<file path="src/rtl/tpSeqPkg.sv">
package tpSeqPkg;
  localparam int CMD_W     = 8;
  localparam int POS_START = 7;
  localparam int POS_CHAN  = 4;   // lsb of the channel field
  localparam int CHAN_W    = 3;
  localparam int POS_MODE  = 3;
  localparam int POS_KEEP  = 2;

  localparam logic [CHAN_W-1:0] CH_Y  = 3'b001;
  localparam logic [CHAN_W-1:0] CH_Z1 = 3'b011;
  localparam logic [CHAN_W-1:0] CH_Z2 = 3'b100;
  localparam logic [CHAN_W-1:0] CH_X  = 3'b101;

  typedef struct packed {
    logic clrCmd;
    logic shiftCmd;
    logic loadCmd;
    logic sarStep;
    logic finish;
  } seqStrobe_t;
endpackage

</file>
<file path="src/rtl/tpSeqCtrl.sv">
module tpSeqCtrl
  import tpSeqPkg::*;
#(
  parameter int RES_BITS = 12,
  parameter int LOW_BITS = 8
) (
  input  logic             clk,
  input  logic             rstN,
  input  logic             frameStart,
  input  logic             sclRise,
  input  logic             masterAck,
  input  logic [CMD_W-1:0] cmdWord,
  output seqStrobe_t       strobe,
  output logic             busy,
  output logic             panelOn,
  output logic             penArmed
);
  localparam int STEP_W = $clog2(RES_BITS + 1);
  localparam int CNT_W  = $clog2(CMD_W);

  typedef enum logic [1:0] {ST_PD, ST_ON, ST_CMD, ST_CONV} state_t;

  state_t            state;
  logic [CNT_W-1:0]  bitCnt;
  logic [STEP_W-1:0] stepsLeft;
  logic              wasOn;
  logic              keepOn;
  logic              lastCmdBit;

  assign lastCmdBit = (bitCnt == CNT_W'(CMD_W - 1));

  always_comb begin
    strobe          = '0;
    strobe.clrCmd   = frameStart;
    strobe.shiftCmd = (state == ST_CMD) && sclRise && !frameStart;
    strobe.loadCmd  = strobe.shiftCmd && lastCmdBit && cmdWord[POS_START];
    strobe.sarStep  = (state == ST_CONV) && sclRise && !masterAck && !frameStart;
    strobe.finish   = strobe.sarStep && (stepsLeft == STEP_W'(1));
  end

  always_ff @(posedge clk or negedge rstN) begin
    if (!rstN) begin
      state     <= ST_PD;
      bitCnt    <= '0;
      stepsLeft <= '0;
      wasOn     <= 1'b0;
      keepOn    <= 1'b0;
    end else if (frameStart) begin
      state  <= ST_CMD;
      bitCnt <= '0;
      wasOn  <= (state == ST_ON) || ((state == ST_CMD) && wasOn)
                || ((state == ST_CONV) && keepOn);
    end else if (strobe.shiftCmd) begin
      bitCnt <= bitCnt + 1'b1;
      if (lastCmdBit) begin
        if (cmdWord[POS_START]) begin
          state     <= ST_CONV;
          keepOn    <= cmdWord[POS_KEEP];
          stepsLeft <= cmdWord[POS_MODE] ? STEP_W'(LOW_BITS) : STEP_W'(RES_BITS);
        end else begin
          state <= wasOn ? ST_ON : ST_PD;
        end
      end
    end else if (strobe.sarStep) begin
      stepsLeft <= stepsLeft - 1'b1;
      if (strobe.finish) state <= keepOn ? ST_ON : ST_PD;
    end
  end

  assign busy     = (state == ST_CONV);
  assign panelOn  = (state == ST_CONV) || (state == ST_ON);
  assign penArmed = (state == ST_PD);

  AST_ACK_NOT_COUNTED: assert property (@(posedge clk) disable iff (!rstN)
    (busy && sclRise && masterAck && !frameStart) |=> $stable(stepsLeft));
  AST_STEP_BOUND: assert property (@(posedge clk) disable iff (!rstN)
    busy |-> (stepsLeft != '0 && stepsLeft <= STEP_W'(RES_BITS)));
  AST_BAD_START_IDLE: assert property (@(posedge clk) disable iff (!rstN)
    (strobe.shiftCmd && lastCmdBit && !cmdWord[POS_START]) |=> !busy);
endmodule

</file>
<file path="src/rtl/tpSeqData.sv">
module tpSeqData
  import tpSeqPkg::*;
#(
  parameter int RES_BITS = 12,
  parameter int BYTE_W   = 8
) (
  input  logic                clk,
  input  logic                rstN,
  input  seqStrobe_t          strobe,
  input  logic                sdaIn,
  input  logic                cmpIn,
  input  logic                busy,
  input  logic                panelOn,
  output logic [CMD_W-1:0]    cmdWord,
  output logic [RES_BITS-1:0] dacTrial,
  output logic [CHAN_W-1:0]   chanSel,
  output logic [BYTE_W-1:0]   hiByte,
  output logic [BYTE_W-1:0]   loByte,
  output logic                dataValid,
  output logic                drvXp,
  output logic                drvXn,
  output logic                drvYp,
  output logic                drvYn,
  output logic                pullUpEn
);
  localparam int LOW_W = RES_BITS - BYTE_W;
  localparam int PAD_W = BYTE_W - LOW_W;

  logic [CMD_W-1:0]    cmdShift;
  logic [RES_BITS-1:0] approx;
  logic [RES_BITS-1:0] ptr;
  logic [RES_BITS-1:0] approxNext;
  logic                lowResReg;

  assign cmdWord    = {cmdShift[CMD_W-2:0], sdaIn};
  assign approxNext = cmpIn ? (approx | ptr) : approx;
  assign dacTrial   = busy ? (approx | ptr) : '0;

  always_ff @(posedge clk or negedge rstN) begin
    if (!rstN) begin
      cmdShift  <= '0;
      chanSel   <= '0;
      lowResReg <= 1'b0;
      approx    <= '0;
      ptr       <= '0;
      hiByte    <= '0;
      loByte    <= '0;
      dataValid <= 1'b0;
    end else begin
      if (strobe.clrCmd) begin
        cmdShift  <= '0;
        dataValid <= 1'b0;
        ptr       <= '0;
      end
      if (strobe.shiftCmd) cmdShift <= cmdWord;
      if (strobe.loadCmd) begin
        chanSel   <= cmdWord[POS_CHAN +: CHAN_W];
        lowResReg <= cmdWord[POS_MODE];
        approx    <= '0;
        ptr       <= {1'b1, {(RES_BITS-1){1'b0}}};
      end
      if (strobe.sarStep) begin
        approx <= approxNext;
        ptr    <= ptr >> 1;
      end
      if (strobe.finish) begin
        hiByte    <= approxNext[RES_BITS-1 -: BYTE_W];
        loByte    <= {approxNext[LOW_W-1:0], {PAD_W{1'b0}}};
        dataValid <= 1'b1;
      end
    end
  end

  always_comb begin
    {drvXp, drvXn, drvYp} = 3'b000;
    drvYn    = 1'b1;
    pullUpEn = 1'b1;
    if (panelOn) begin
      drvYn    = 1'b0;
      pullUpEn = 1'b0;
      case (chanSel)
        CH_X:         {drvXp, drvXn} = 2'b11;
        CH_Y:         {drvYp, drvYn} = 2'b11;
        CH_Z1, CH_Z2: {drvYp, drvXn} = 2'b11;
        default:      ;
      endcase
    end
  end

  AST_ONE_TRIAL_BIT: assert property (@(posedge clk) disable iff (!rstN)
    $onehot0(ptr));
  AST_LOW_BLANK: assert property (@(posedge clk) disable iff (!rstN)
    (dataValid && lowResReg) |-> (loByte == '0));
  AST_DRIVER_PAIR: assert property (@(posedge clk) disable iff (!rstN)
    $countones({drvXp, drvXn, drvYp, drvYn}) <= 2);
  AST_VALID_AFTER_CONV: assert property (@(posedge clk) disable iff (!rstN)
    $rose(dataValid) |-> $past(busy));
endmodule

</file>
<file path="src/rtl/touchAdcSeq.sv">
module touchAdcSeq
  import tpSeqPkg::*;
#(
  parameter int RES_BITS = 12,
  parameter int BYTE_W   = 8
) (
  input  logic                clk,
  input  logic                rstN,
  input  logic                frameStart,
  input  logic                sclRise,
  input  logic                sdaIn,
  input  logic                masterAck,
  input  logic                cmpIn,
  input  logic                penSenseN,
  output logic [RES_BITS-1:0] dacTrial,
  output logic [CHAN_W-1:0]   muxSel,
  output logic                drvXp,
  output logic                drvXn,
  output logic                drvYp,
  output logic                drvYn,
  output logic                pullUpEn,
  output logic                busy,
  output logic                dataValid,
  output logic [BYTE_W-1:0]   hiByte,
  output logic [BYTE_W-1:0]   loByte,
  output logic                penIrqN
);
  seqStrobe_t       strobe;
  logic [CMD_W-1:0] cmdWord;
  logic             panelOn;
  logic             penArmed;

  tpSeqCtrl #(.RES_BITS(RES_BITS), .LOW_BITS(BYTE_W)) u_ctrl (
    .clk(clk), .rstN(rstN), .frameStart(frameStart), .sclRise(sclRise),
    .masterAck(masterAck), .cmdWord(cmdWord), .strobe(strobe),
    .busy(busy), .panelOn(panelOn), .penArmed(penArmed)
  );

  tpSeqData #(.RES_BITS(RES_BITS), .BYTE_W(BYTE_W)) u_data (
    .clk(clk), .rstN(rstN), .strobe(strobe), .sdaIn(sdaIn), .cmpIn(cmpIn),
    .busy(busy), .panelOn(panelOn), .cmdWord(cmdWord), .dacTrial(dacTrial),
    .chanSel(muxSel), .hiByte(hiByte), .loByte(loByte), .dataValid(dataValid),
    .drvXp(drvXp), .drvXn(drvXn), .drvYp(drvYp), .drvYn(drvYn),
    .pullUpEn(pullUpEn)
  );

  assign penIrqN = penArmed ? penSenseN : 1'b1;

  AST_PEN_QUIET_BUSY: assert property (@(posedge clk) disable iff (!rstN)
    busy |-> penIrqN);
  AST_PEN_QUIET_POWERED: assert property (@(posedge clk) disable iff (!rstN)
    (!pullUpEn) |-> penIrqN);
endmodule

</file>
<file path="config.mk">
export PLATFORM = sky130hd
export DESIGN_NAME = touchAdcSeq
export DESIGN_NICKNAME = d
export VERILOG_FILES = /design/src/rtl/tpSeqPkg.sv /design/src/rtl/tpSeqCtrl.sv /design/src/rtl/tpSeqData.sv /design/src/rtl/touchAdcSeq.sv
export SDC_FILE = /design/constraint.sdc
export NUM_CORES = 1
export LEC_CHECK = 0
export ABC_AREA = 1
export BUFFER_PORTS_ARGS = -buffer_cell sky130_fd_sc_hd__buf_2
export CAP_MARGIN = 10
export CORE_UTILIZATION = 35
export DETAILED_ROUTE_END_ITERATION = 16
export PLACE_DENSITY_LB_ADDON = 0.1
export RECOVER_POWER = 25
export SLEW_MARGIN = 0
export SYNTH_ARGS = -nofsm -noshare
export SYNTH_HDL_FRONTEND = slang
export SYNTH_SLANG_ARGS = --single-unit
export TNS_END_PERCENT = 10
</file>
<file path="constraint.sdc">
create_clock -name clk -period 1.35 [get_ports clk]
set_input_delay 0.0675 -clock clk [delete_from_list [all_inputs] [get_ports clk]]
set_output_delay 0.0675 -clock clk [all_outputs]
set_load 0.02 [all_outputs]
</file>
**Word-level counts from Yosys, hierarchy flattened**

Cells that the tools add are included.

- Register bits after elaboration: 58
- Input port bits: 8
- Output and inout bits: 39
- Logic and storage cells: 92

- Add/subtract/negate cells: 2
- Eq/ne operators: 12
- Muxes and demuxes: 36
- Bitwise gates (word level): 2
- Reductions and logical operators: 28

Operators by type and width:

| cell | number |
|---|---|
| 2-to-1 mux 12 bit | 7 |
| 2-to-1 mux 4 bit | 4 |
| 2-to-1 mux 1 bit | 14 |
| 2-to-1 mux 7 bit | 2 |
| 2-to-1 mux 2 bit | 6 |
| OR 12 bit | 1 |
| logical AND 1 bit | 10 |
| equality test 3 bit (second input constant) | 3 |
| 2-to-1 mux 3 bit | 3 |
| nonzero test 3 bit | 3 |
| AND reduction 4 bit | 2 |
| nonzero test 2 bit | 4 |
| OR reduction 3 bit | 2 |
| equality test 2 bit (second input constant) | 2 |
| equality test 4 x 1 -> 1 bit (second input constant) | 1 |
| inequality test 2 x 1 -> 1 bit (second input constant) | 2 |
| subtractor 4 x 1 -> 4 bit (second input constant) | 1 |
| adder 3 x 1 -> 3 bit (second input constant) | 1 |
| equality test 3 x 1 -> 1 bit (second input constant) | 1 |
| equality test 3 x 2 -> 1 bit (second input constant) | 1 |
| logical OR 1 bit | 3 |
| inequality test 3 x 2 -> 1 bit (second input constant) | 1 |
| AND reduction 3 bit | 1 |
| equality test 2 x 1 -> 1 bit (second input constant) | 1 |
| other kinds (3) | 4 |

**Longest topological paths before layout**

Gate-level depths: netlist of the first run.

- Depth after elaboration: 9
- Depth in mapped cells: 9

**Cells and area by module**

Synthesis of the first run repeated with hierarchy kept, for this count alone.

- Cell total of the unflattened synthesis: 376
- Area total of the unflattened synthesis: 2911.5 um2

Modules (own cells, without submodules):

| module | times used | cells each | area each (um2) |
|---|---|---|---|
| tpSeqData | 1 | 281 | 2178.3 |
| tpSeqCtrl | 1 | 93 | 725.7 |
| touchAdcSeq | 1 | 2 | 7.5 |

**Least setup slack after synthesis of the first run**

No wires, ideal clock.

- Kind: register to register
- Start point: register u_ctrl.state[0]
- End point: register u_data.approx[1]
- Arrival: 1303 ps
- Data required time: 1226 ps
- Slack: -77 ps
- Stages on the path, launching flop included: 8
- Path buffers: 1
- Period minus slack after synthesis: 1427 ps
- Cell sequence: dfrtp_1 inv_2 nand3_2 nor2_4 nand3_4 buf_2 nand2_1 o21ai_1

- Word-level cells in the longest chain between the ends: 6

Ends and longest elaborated chain:

| element | RTL line | source |
|---|---|---|
| from (decl) | tpSeqCtrl.sv:23 | `state_t state;` |
| from (signal assigned) | tpSeqCtrl.sv:61 | `state <= wasOn ? ST_ON : ST_PD;` |
| from (signal assigned) | tpSeqCtrl.sv:66 | `if (strobe.finish) state <= keepOn ? ST_ON : ST_PD;` |
| equality test 2 bit | tpSeqCtrl.sv:35 | `strobe.shiftCmd = (state == ST_CMD) && sclRise && !frameStart;` |
| logical AND 1 bit (2 in a row) | tpSeqCtrl.sv:35 |  |
| logical AND 1 bit (2 in a row) | tpSeqCtrl.sv:36 | `strobe.loadCmd = strobe.shiftCmd && lastCmdBit && cmdWord[POS_START];` |
| nonzero test 2 bit (no source line) | n/a |  |
| to (signal assigned) | tpSeqData.sv:63 | `approx <= approxNext;` |
| to (decl) | tpSeqData.sv:30 | `logic [RES_BITS-1:0] approx;` |

Several ways; a longest one is shown, not always the timed one.
A chain may end at the register's enable or synchronous reset.

**Final worst setup path of the first run**

- Start point: register u_ctrl.state[0]
- End point: output drvXn

- Word-level cells in the longest chain between the ends: 3

Ends and longest elaborated chain:

| element | RTL line | source |
|---|---|---|
| equality test 2 bit or equality test 2 x 1 -> 1 bit (tied branches) | tpSeqCtrl.sv:71 | `assign panelOn = (state == ST_CONV) \|\| (state == ST_ON);` |
| logical OR 1 bit * | tpSeqCtrl.sv:71 |  |
| 2-to-1 mux 1 bit * | tpSeqData.sv:78 | `if (panelOn) begin` |
| to (decl) | touchAdcSeq.sv:18 | `output logic drvXn,` |

Every way passes the cells marked *; elsewhere a longest branch is shown, timed or not.

==> flow_summary.rst, run 1 <==
.. list-table::
   :header-rows: 1

   * - Metric
     - Value
   * - Run status
     - complete, no violations
   * - Placed instance area
     - ~3200 µm²
   * - PwrDens
     - between 1000 and 1500 nW/µm²
   * - Clock buffers created by TritonCTS
     - 9
   * - Post-Place Cells
     - 449
   * - Number of H-tree levels
     - 3
   * - Number of violations reported at the end of detailed-routing iteration 0
     - ~110
   * - Final setup skew
     - 0.00980 ns
   * - First-pass iteration count of the detailed router
     - 4
   * - Lkg Pwr
     - 1.73 nW
   * - Final routed wire length divided by cell count
     - between 10 and 15 µm
   * - DP Wirelength
     - 4.58 mm
   * - First-pass GRT wire length
     - between 10 and 15 mm
   * - Flop pwr share
     - 0.476
   * - Synth Area per Inst
     - 9.05 µm²
   * - Number of enable-type register cells in the synthesized netlist
     - 0
   * - Overall die area
     - between 8000 and 9000 µm²
   * - Library cell occupying the most area in the post-synthesis netlist
     - dfrtp_1
   * - Max-capacitance violation count
     - 0
   * - Post-Synthesis Cell Area
     - 2710 µm²
   * - Die outline height
     - 89.9 µm
   * - Number of instances in the synthesized netlist
     - 299
   * - Synthesized-area fraction occupied by xor and xnor cells
     - 0.00324
   * - Combinational fraction of design power
     - 0.050
   * - Total area of multi-input combinational cells
     - 1210 µm²
   * - Port Buffers
     - 42
   * - Initial Utilization
     - 0.367
   * - Adder-Cell Fraction of Synth Area
     - 0.0185
   * - Number of distinct library cell variants in the gate-level netlist after synthesis
     - 30
   * - Standard-cell row count
     - 31
   * - Buffers from clock root to sink, at most
     - 2
   * - Combinational family with the most area after synthesis
     - simple AND/OR/NAND/NOR gates
   * - Antenna violations before repair
     - 0
   * - Design Power
     - 3.70 mW
   * - Proportion of power drawn by the clock network
     - 0.474
   * - # nets final
     - 377
   * - Routability congestion estimate from global placement
     - between 0.7 and 0.8
   * - Switching fraction of total power
     - 0.218
   * - Commonest cells in the netlist
     - nand2_1 (75), dfrtp_1 (58), nor2_1 (29)
   * - Overall global routing resource usage
     - 0.168
   * - # DRC
     - 0
   * - Final Cycle Share
     - 0.990
   * - Via count of the first global-routing pass
     - 2049
   * - Worst vdd rail ir drop
     - 0.597 mV
   * - Synthesized-area fraction occupied by ao, oa, aoi and oai cells
     - 0.141
   * - Most common cell in the synthesized netlist
     - nand2_1
   * - Count of final max-slew check failures
     - 0
   * - Share of synthesized cell area in and, or, nand and nor gates
     - 0.227
   * - Crit path required time
     - 1.28 ns
   * - Clock Sinks
     - 58
   * - Maximum fanout along the worst path
     - 5
   * - Area of all placed cells without fillers
     - approximately 3600 µm²
   * - Clock root cell
     - clkbuf_8
   * - Layout cells sized above 1
     - 0.395
   * - Count of antenna diodes in the layout
     - 0
   * - Count of placed standard cells in the final layout, fillers left out
     - 469
   * - Count of synthesis-stage warnings from yosys
     - 0
   * - TritonCTS clock tree
     - done
   * - Final setup vio count
     - 0
   * - Filler instances
     - 732
   * - Transition time at the pin with the least slew margin
     - 0.643 ns
   * - Count of boundary I/O pins
     - 47
   * - Max-slew headroom
     - 0.572
   * - Pin count of the biggest net entering global routing
     - 44
   * - Placeable core region
     - 7370 µm²
   * - Critical Path AT
     - 1.27 ns
   * - Total net switching power
     - 0.806 mW
   * - Insertion delay to the later sink of the worst-skew pair
     - 0.33 ns
   * - Share of the synthesized area in the top cell type
     - 0.537
   * - Crit Path Class
     - register to output port
   * - Ys async rst share
     - 1.00
   * - DRT Wirelength
     - 6.43 mm
   * - Overall via count from detail_route
     - 2202
   * - Number of nets with antenna violations after routing
     - 0
   * - Fmax
     - roughly 750 MHz
   * - Count of endpoints failing hold in the final timing report
     - 0
   * - Die width
     - 89.9 µm
   * - Final worst path period need
     - 1.34 ns
   * - Capturing element type of the critical path
     - output port
   * - Crit start category
     - register
   * - Prevailing post-synth register cell
     - dfrtp_1
   * - Top cells by area, synth
     - dfrtp_1 (54%), nand2_1 (10%), o21ai_2 (4.2%), nor2_1 (4.0%), nand3_1 (3.5%)
   * - Sequential Area
     - 1460 µm²
   * - Cell internal pwr
     - 2.89 mW
   * - Synthesis-to-layout area growth
     - 34.0%
   * - Post-synthesis register bit count
     - 58
   * - Reg clk slew, reported paths
     - 0.07 ns
   * - RSZ-0062 raised after global routing
     - yes
   * - Via density per instance
     - around 4.7
   * - Class of the tightest hold or removal check
     - input pin to register
   * - Remaining global-route overflow
     - 0
   * - Mux cell area share after synthesis
     - 0
   * - Seq/Total Area, Yosys
     - 0.537
-- cell type report --
cell class	instances	area share
clock buffers	11	0.0390
clock inverters	5	0.0214
inverters	22	0.0245
multi-input cells	207	0.335
flip-flops and latches	58	0.402
well taps	99	0.0342
repair buffers	66	0.142
repair inverters	1	0.00207
-- metrics by stage --
| step | setup slack, ns | hold slack, ns | util | TNS, ns |
|---|---|---|---|---|
| global placement | 0.000367 | -0.0319 | 0.430 | 0 |
| global route | -0.0690 | 0.107 | 0.492 | -1.86 |
| finish | 0.0135 | 0.0992 | 0.492 | 0 |
| floorplan | -0.0206 | -0.228 | - | -0.367 |
| CTS | -0.0149 | 0.0840 | 0.469 | -0.0307 |
| detailed placement | -0.00363 | -0.0329 | 0.430 | -0.00363 |
-- per-layer routing --
| layer | part of all wire | GRT usage |
|---|---|---|
| met5 | 0 | 0 |
| met4 | 0.012 | 0.0497 |
| met3 | 0.037 | 0.0508 |
| met2 | 0.44 | 0.239 |
| met1 | 0.51 | 0.244 |
-- sequential cells by signal, summed over array words and instances, names as in the netlist, 2 cells and up --
signal	flops
u_data.cmdShift	7
u_ctrl.stepsLeft	4
u_data.approx	12
u_data.hiByte	8
u_ctrl.bitCnt	3
u_ctrl.state	2
u_data.chanSel	3
u_data.loByte	4
u_data.ptr	12
-- cells in the final DEF, fill, tap and decap left out, types with 4 or more instances in the layout --
| master | netlist | final |
|---|---|---|
| nand3_1 | 19 | 16 |
| dfrtp_2 | 0 | 5 |
| nand3_2 | 2 | 4 |
| o21ai_0 | 11 | 8 |
| a21oi_1 | 14 | 13 |
| nor2_1 | 29 | 25 |
| o21ai_2 | 13 | 15 |
| clkbuf_8 | 0 | 10 |
| nand2_1 | 75 | 56 |
| buf_12 | 0 | 5 |
| o21ai_1 | 16 | 17 |
| inv_1 | 18 | 15 |
| inv_2 | 4 | 5 |
| o22ai_1 | 5 | 5 |
| buf_2 | 4 | 25 |
| buf_6 | 5 | 6 |
| buf_4 | 4 | 26 |
| dfrtp_1 | 58 | 53 |
| conb_1 | 1 | 4 |
| nand2_2 | 2 | 19 |
-- logic make-up (layout without fill, tap and decap cells) --
kind of cell | Yosys count | after routing
other cells | 1 | 4
compound gates | 63 | 63
xor+xnor | 1 | 1
fa+ha+maj | 4 | 4
flops | 58 | 58
buf+inv | 37 | 105
simple gates | 135 | 135
-- what timing repair did --
action	in CTS	in global routing
cloned	0	1
endpoints found under the hold margin	59	0
pin swaps	2	4
setup endpoints to repair	24	59
buffers inserted	0	1
gates resized for setup	19	52
hold buffers	2	0
-- worst max-delay path, cell delays in order, from the launching register on --
cell and delay (ns):
dfrtp_2 0.43, buf_4 0.14, o21ai_0 0.08, a21oi_1 0.12, buf_4 0.16
-- power groups by stage --
stage	sequential, mW	clock, mW	combinational (mW)
3_3_place_gp	1.79	0	0.174
2_1_floorplan	1.79	0	0.0838
6_report	1.76	1.75	0.185
3_5_place_dp	1.79	0	0.174
4_1_cts	1.76	1.82	0.180
5_1_grt	1.76	1.88	0.210
-- final timing paths --
kind	endpoint	slack (ns)	cells after the start	startpoint
worst min register to register	u_data.hiByte[0]	0.48	2	u_data.hiByte[0]
min in group asynchronous	u_data.cmdShift[0]	0.27	2	rstN
worst min-delay path	u_ctrl.wasOn	0.1	3	frameStart
max in group asynchronous	u_data.ptr[9]	0.26	3	rstN
worst max-delay path	drvXn	0.01	4	u_ctrl.state[0]
worst max register to register	u_ctrl.stepsLeft[1]	0.03	7	u_ctrl.state[0]
Power figures use the tool's default switching activity.
==> run 2, diff against run 1 <==
--- a/config.mk
+++ b/config.mk
@@ -8,7 +8,7 @@
 export ABC_AREA = 1
 export BUFFER_PORTS_ARGS = -buffer_cell sky130_fd_sc_hd__buf_2
 export CAP_MARGIN = 10
-export CORE_UTILIZATION = 35
+export CORE_UTILIZATION = 40
 export DETAILED_ROUTE_END_ITERATION = 16
 export PLACE_DENSITY_LB_ADDON = 0.1
 export RECOVER_POWER = 25
==> constraint.sdc (replaced) <==
create_clock -name clk -period 1.35 [get_ports clk]
set_input_delay 0.2025 -clock clk [delete_from_list [all_inputs] [get_ports clk]]
set_output_delay 0.2025 -clock clk [all_outputs]
set_load 0.02 [all_outputs]
==> run 2 against run 1 <==
Against the previous run: the flow now finishes with violations (DRC, setup timing); worst setup slack worse by 0.11 ns; hold slack better by 0.034 ns; die area is 12% lower; sequential power hardly changed; total power is 7.2% higher; combinational power hardly changed; sequential share of layout area hardly changed; highest routed layer unchanged.
==> flow_summary.rst, run 2 (synthesis results as in run 1) <==
.. list-table::
   :header-rows: 1

   * - Metric
     - Value
   * - Final setup skew
     - 0.00984 ns (+0.0000479 ns)
   * - DRT Wirelength
     - 6.22 mm (-3.3%)
   * - Initial Utilization
     - 0.421 (+0.0541)
   * - Max-slew headroom
     - 0.458 (-0.114)
   * - Depth of the worst register-to-register path
     - 9 (+2)
   * - Final setup vio count
     - 21 (+21)
   * - First-pass GRT wire length
     - 10.2 mm (-2.4%)
   * - Switching fraction of total power
     - 0.208 (-0.00945)
   * - Proportion of power drawn by the clock network
     - 0.511 (+0.037)
   * - Overall via count from detail_route
     - 2223 (+0.95%)
   * - # DRC
     - 16 (+16)
   * - Placed instance area
     - 3170 µm² (about the same)
   * - Number of nets with antenna violations after routing
     - 0 (unchanged)
   * - Crit Path Class
     - register to output port
   * - Most used cells in the layout excluding fill and tap cells
     - nand2_1 (74), dfrtp_1 (55), buf_4 (33)
   * - Slack of the critical path
     - -0.0942 ns (-0.108 ns)
   * - Run status
     - finished with violations
   * - PwrDens
     - 1090 nW/µm² (+7.4%)
   * - Port Buffers
     - 42 (unchanged)
   * - Number of violations reported at the end of detailed-routing iteration 0
     - 112 (+5.7%)
   * - Cell internal pwr
     - 3.14 mW (+8.5%)
   * - Class of the tightest hold or removal check
     - input pin to register
   * - Reg clk slew, reported paths
     - 0.06 ns (about the same)
   * - Filler instances
     - 608 (-17%)
   * - Layout cells sized above 1
     - 0.356 (-0.0382)
   * - Count of placed standard cells in the final layout, fillers left out
     - 453 (-3.4%)
   * - Largest registers
     - u_data.approx x12, u_data.ptr x12, u_data.hiByte x8
   * - Combinational fraction of design power
     - 0.047 (-0.003)
   * - Clock buffers created by TritonCTS
     - 9 (unchanged)
   * - Area of all placed cells without fillers
     - 3620 µm² (-0.10%)
   * - Capturing element type of the critical path
     - output port
   * - Max-capacitance violation count
     - 0 (unchanged)
   * - Clock Sinks
     - 58 (unchanged)
   * - Pin count of the biggest net entering global routing
     - 59 (+34%)
   * - Total negative slack
     - -1.35 ns (-1.35 ns)
   * - Final worst path period need
     - 1.44 ns (+0.108 ns)
   * - Count of boundary I/O pins
     - 47 (unchanged)
   * - Failing checks
     - DRC, setup timing
   * - Remaining global-route overflow
     - 0 (unchanged)
   * - Clock root cell
     - clkbuf_8
   * - Count of endpoints failing hold in the final timing report
     - 0 (unchanged)
   * - Delay of the slowest cell on the worst path
     - 0.43 ns (about the same)
   * - Number of H-tree levels
     - 3 (unchanged)
   * - Overall global routing resource usage
     - 0.187 (+0.0193)
   * - First-pass iteration count of the detailed router
     - 10 (+6)
   * - Buffers from clock root to sink, at most
     - 2 (unchanged)
   * - Fmax
     - 692 MHz (-7.5%)
   * - Overall die area
     - 7100 µm² (-12%)
   * - Sequential Area
     - 1460 µm² (-0.17%)
   * - Count of final max-slew check failures
     - 0 (unchanged)
   * - Via density per instance
     - 4.91 (+4.5%)
   * - Synthesis-to-layout area growth
     - 33.9%
   * - TritonCTS clock tree
     - done
   * - # nets final
     - 383 (+1.6%)
   * - Placeable core region
     - 6420 µm² (-13%)
   * - Crit start category
     - register
   * - Die outline height
     - 84.2 µm (-6.3%)
   * - Lkg Pwr
     - 1.76 nW (+2.0%)
   * - Cells traversed along the worst timing path
     - nand2_4 -> buf_12 -> nor2_2 -> buf_4
   * - Routability congestion estimate from global placement
     - 0.711 (-7.5%)
   * - Maximum fanout along the worst path
     - 12 (+7)
   * - Flop pwr share
     - 0.443 (-0.033)
   * - Total net switching power
     - 0.827 mW (+2.6%)
   * - Count of antenna diodes in the layout
     - 0 (unchanged)
   * - Final routed wire length divided by cell count
     - 13.7 µm (+0.10%)
   * - Most common library cell in the layout ignoring fill and taps
     - nand2_1
   * - Transition time at the pin with the least slew margin
     - 0.813 ns (+0.170 ns)
   * - Worst vdd rail ir drop
     - 0.663 mV (+11%)
   * - Die width
     - 84.2 µm (-6.3%)
   * - RSZ-0062 raised after global routing
     - yes
   * - Insertion delay to the later sink of the worst-skew pair
     - 0.33 ns (about the same)
   * - DP Wirelength
     - 4.16 mm (-9.2%)
   * - Via count of the first global-routing pass
     - 2078 (+1.4%)
   * - Antenna violations before repair
     - 0 (unchanged)
   * - Worst hold path stage count
     - 3 (unchanged)
   * - Post-Place Cells
     - 432 (-3.8%)
   * - Crit path required time
     - 1.15 ns (-0.13 ns)
   * - Final Cycle Share
     - 1.07 (+0.0798)
   * - Critical Path AT
     - 1.24 ns (-0.03 ns)
   * - Total area of multi-input combinational cells
     - 1160 µm² (-4.6%)
   * - Standard cell with the maximum stage delay on the critical path
     - dfrtp_2
   * - Standard-cell row count
     - 29 (-6.5%)
## run 2: changes by cell type in the layout (fill, tap and decap cells not counted), moves of 3 or more
cell / previous run / this run
buf_4: 26 / 33
buf_6: 6 / 10
nand2_1: 56 / 74
nand2_2: 19 / 2
nand3_1: 16 / 19
nand3_2: 4 / 1
nor2_1: 25 / 18
nor2_2: 3 / 8
## run 2: worst max-delay path, delay by kind of cell (launching register included)
family	cells	cell delay, ns
buffers and inverters	2	0.30
flip-flops	1	0.43
AND/OR/NAND/NOR	2	0.19
## run 2: layout make-up
type,count,share of cell area
clock inverters,4,0.0269
multi-input cells,208,0.320
well taps,77,0.0266
inverters,22,0.0242
clock buffers,12,0.0428
flip-flops and latches,58,0.402
repair buffers,72,0.158
## run 2: final timing paths
path	startpoint	to	slack, ns
worst max-delay path	u_ctrl.state[0]	dacTrial[11]	-0.09
worst min register to register	u_data.hiByte[4]	u_data.hiByte[4]	0.48
worst min-delay path	sdaIn	u_data.cmdShift[0]	0.13
max in group asynchronous	rstN	u_data.chanSel[2]	0.17
worst max register to register	u_ctrl.state[0]	u_ctrl.stepsLeft[0]	-0.02
min in group asynchronous	rstN	u_ctrl.wasOn	0.60
## run 2: per-stage QoR
stage	utilization	hold WS [ns]	power (mW)	worst slack (ns)
floorplan	-	-0.0931	1.87	-0.0206
global placement	0.493	0.235	1.97	0.0111
detailed placement	0.493	0.229	1.97	-0.0226
CTS	0.544	0.124	4.02	-0.128
global route	0.564	0.154	4.12	-0.176
finish	0.564	0.134	3.97	-0.0942
## run 2: power groups by stage
| stage | sequential [mW] | combinational [mW] | clock (mW) |
|---|---|---|---|
| CTS | 1.75 | 0.190 | 2.08 |
| floorplan | 1.79 | 0.0838 | 0 |
| finish | 1.76 | 0.185 | 2.03 |
| global placement | 1.79 | 0.186 | 0 |
| detailed placement | 1.79 | 0.186 | 0 |
| global route | 1.76 | 0.208 | 2.16 |
## run 2: what timing repair did
item                       in CTS  in global routing
setup buffers                   0                  3
hold endpoints to repair       58                  0
pin swaps                       2                  4
setup endpoints to repair      37                 70
resized for setup              25                 34
gates cloned                    0                  1
hold buffers                    1                  0
## run 2: per-layer routing
layer	part of all wire	GRT usage	wire, µm	vias up
met4	0.0085	0.0564	53	0
met5	0	0	0	-
met1	0.54	0.294	3360	1056
li1	-	-	-	1119
met3	0.038	0.0472	236	4
met2	0.41	0.250	2570	44
==> run 3, diff against run 2 <==
--- a/config.mk
+++ b/config.mk
@@ -11,7 +11,6 @@
 export CORE_UTILIZATION = 40
 export DETAILED_ROUTE_END_ITERATION = 16
 export PLACE_DENSITY_LB_ADDON = 0.1
-export RECOVER_POWER = 25
 export SLEW_MARGIN = 0
 export SYNTH_ARGS = -nofsm -noshare
 export SYNTH_HDL_FRONTEND = slang
==> constraint.sdc (replaced) <==
create_clock -name clk -period 1.77 [get_ports clk]
set_input_delay 0.2655 -clock clk [delete_from_list [all_inputs] [get_ports clk]]
set_output_delay 0.2655 -clock clk [all_outputs]
set_load 0.02 [all_outputs]
==> run 3 against run 2 <==
Against the previous run: the run ends with DRC left; clock-buffer cell count grew 2; sequential cell count is the same; clock power shrank 45%; hold slack gained 0.070 ns; critical path depth is the same; design area shrank 13%; critical path type unchanged; largest power group is now registers; highest routed layer unchanged.
==> flow_summary.rst, run 3 (synthesis results as in run 1) <==
.. list-table::
   :header-rows: 1

   * - Metric
     - Value
   * - Overall die area
     - 7100 µm² (unchanged)
   * - RSZ-0062 raised after global routing
     - no
   * - Remaining global-route overflow
     - 0 (unchanged)
   * - Insertion delay to the later sink of the worst-skew pair
     - 0.33 ns (about the same)
   * - Layout cells sized above 1
     - 0.249 (-0.107)
   * - Crit path required time
     - 1.50 ns (+0.35 ns)
   * - Standard-cell row count
     - 29 (unchanged)
   * - Critical Path AT
     - 1.37 ns (+0.13 ns)
   * - Die width
     - 84.2 µm (unchanged)
   * - First-pass GRT wire length
     - 9.72 mm (-4.8%)
   * - DRT Wirelength
     - 5.79 mm (-6.9%)
   * - Worst hold path stage count
     - 3 (unchanged)
   * - Final worst path period need
     - 1.64 ns
   * - Number of violations reported at the end of detailed-routing iteration 0
     - 166 (+48%)
   * - Max-capacitance violation count
     - 0 (unchanged)
   * - Final routed wire length divided by cell count
     - 13.6 µm (-0.96%)
   * - Worst vdd rail ir drop
     - 0.300 mV (-55%)
   * - Lkg Pwr
     - 1.59 nW (-10%)
   * - Overall via count from detail_route
     - 2107 (-5.2%)
   * - Buffers from clock root to sink, at most
     - 2 (unchanged)
   * - Most common library cell in the layout ignoring fill and taps
     - nand2_1
   * - Routability congestion estimate from global placement
     - 0.742 (+4.4%)
   * - # nets final
     - 356 (-7.0%)
   * - Die outline height
     - 84.2 µm (unchanged)
   * - Number of H-tree levels
     - 3 (unchanged)
   * - Count of endpoints failing hold in the final timing report
     - 0 (unchanged)
   * - Total net switching power
     - 0.594 mW (-28%)
   * - Largest registers
     - u_data.approx x12, u_data.ptr x12, u_data.hiByte x8
   * - Flop pwr share
     - 0.521 (+0.078)
   * - # Post-CTS Setup Buffers
     - 0 (unchanged)
   * - Clock root cell
     - clkbuf_8
   * - Port Buffers
     - 42 (unchanged)
   * - Worst min-delay path startpoint
     - sdaIn
   * - FF-to-FF End
     - u_data.hiByte[1]
   * - Count of final max-slew check failures
     - 0 (unchanged)
   * - # DRC
     - 12 (-4)
   * - Clock Sinks
     - 58 (unchanged)
   * - Via density per instance
     - 4.95 (+0.79%)
   * - Pin count of the biggest net entering global routing
     - 59 (unchanged)
   * - Reg clk slew, reported paths
     - 0.06 ns (about the same)
   * - Number of nets with antenna violations after routing
     - 0 (unchanged)
   * - Depth of the worst register-to-register path
     - 7 (-2)
   * - Crit Path Class
     - register to output port
   * - Overall global routing resource usage
     - 0.178 (-0.00870)
   * - First-pass iteration count of the detailed router
     - 10 (unchanged)
   * - DP Wirelength
     - 3.80 mm (-8.6%)
   * - Run status
     - finished with violations
   * - Synthesis-to-layout area growth
     - 16.5%
   * - Final Cycle Share
     - 0.926
   * - Most used cells in the layout excluding fill and tap cells
     - nand2_1 (75), dfrtp_1 (57), buf_2 (42)
   * - Proportion of power drawn by the clock network
     - 0.435 (-0.076)
   * - Switching fraction of total power
     - 0.230 (+0.0220)
   * - Combinational fraction of design power
     - 0.044 (-0.003)
   * - Clock buffers created by TritonCTS
     - 9 (unchanged)
   * - Count of antenna diodes in the layout
     - 0 (unchanged)
   * - PwrDens
     - 818 nW/µm² (-25%)
   * - Worst reg2reg startpoint
     - u_ctrl.state[0]
   * - Count of boundary I/O pins
     - 47 (unchanged)
   * - TritonCTS clock tree
     - done
   * - Final setup skew
     - 0.00498 ns (-0.00486 ns)
   * - Antenna violations before repair
     - 0 (unchanged)
   * - Reg2Reg Setup Slack
     - 0.20 ns (+0.22 ns)
   * - Failing checks
     - DRC
   * - Design Power
     - 2.58 mW (-35%)
   * - Total negative slack
     - 0 ns (+1.35 ns)
   * - Via count of the first global-routing pass
     - 1899 (-8.6%)
   * - Crit start category
     - register
   * - Fmax
     - 610 MHz
   * - Class of the tightest hold or removal check
     - input pin to register
   * - Capturing element type of the critical path
     - output port
   * - Final setup vio count
     - 0 (-100%)
   * - Placeable core region
     - 6420 µm² (unchanged)
   * - Maximum fanout along the worst path
     - 12 (unchanged)
   * - End point of the worst hold path
     - u_data.cmdShift[0]
   * - Initial Utilization
     - 0.421 (unchanged)
   * - Cell internal pwr
     - 1.98 mW (-37%)
run 3: worst max-delay path by stage:
stage                                from                to  slack [ns]  cells after the start
after floorplan           u_ctrl.state[0]  u_data.approx[1]        0.34                      7
after global placement    u_ctrl.state[0]  u_data.hiByte[3]        0.18                      7
after detailed placement  u_ctrl.state[0]  u_data.hiByte[6]        0.13                      7
after CTS                 u_ctrl.state[0]      dacTrial[11]        0.02                      4
after global routing      u_ctrl.state[0]      dacTrial[11]        0.04                      4
final                     u_ctrl.state[0]      dacTrial[11]        0.13                      4
run 3: repair_timing:
action / CTS / global route
endpoints found under the setup margin: 0 / 20
hold buffers: 1 / 0
gates resized for setup: 0 / 1
hold endpoints to repair: 58 / 0
run 3: critical path, stage by stage (launching register included):
cell	delay (ns)
dfrtp_2	0.44
nand2_2	0.08
buf_4	0.19
nor2_1	0.14
buf_2	0.18
run 3: cell type report:
type / instances / area (µm²)
fillers: 606 / 3270
inverters: 22 / 82.6
flip-flops and latches: 58 / 1450
well taps: 77 / 96.3
clock buffers: 14 / 173
repair buffers: 46 / 268
multi-input cells: 207 / 1070
clock inverters: 2 / 10.0
run 3: power groups by stage:
stage	Combinational, mW	Sequential, mW	Clock [mW]
4_1_cts	0.116	1.34	1.15
3_5_place_dp	0.114	1.37	0
2_1_floorplan	0.0628	1.36	0
3_3_place_gp	0.115	1.37	0
6_report	0.113	1.34	1.12
5_1_grt	0.128	1.34	1.23
run 3: per-stage QoR:
| stage | utilization | hold slack [ns] | area, µm² | cells | setup slack [ns] |
|---|---|---|---|---|---|
| after floorplan | - | -0.0301 | 2720 | 302 | 0.343 |
| after detailed placement | 0.460 | 0.297 | 2960 | 409 | 0.130 |
| after global placement | 0.460 | 0.299 | 2960 | 409 | 0.179 |
| after CTS | 0.490 | 0.189 | 3150 | 426 | 0.0213 |
| after global routing | 0.491 | 0.205 | 3150 | 426 | 0.0444 |
| final | 0.491 | 0.204 | 3150 | 426 | 0.131 |
run 3: layer usage:
| layer | track usage | routed length, µm | vias up | share of wire |
|---|---|---|---|---|
| li1 | - | - | 1064 | - |
| met1 | 0.289 | 3170 | 979 | 0.55 |
| met2 | 0.221 | 2260 | 56 | 0.39 |
| met3 | 0.0393 | 294 | 8 | 0.051 |
| met4 | 0.0784 | 65 | 0 | 0.011 |
| met5 | 0 | 0 | - | 0 |
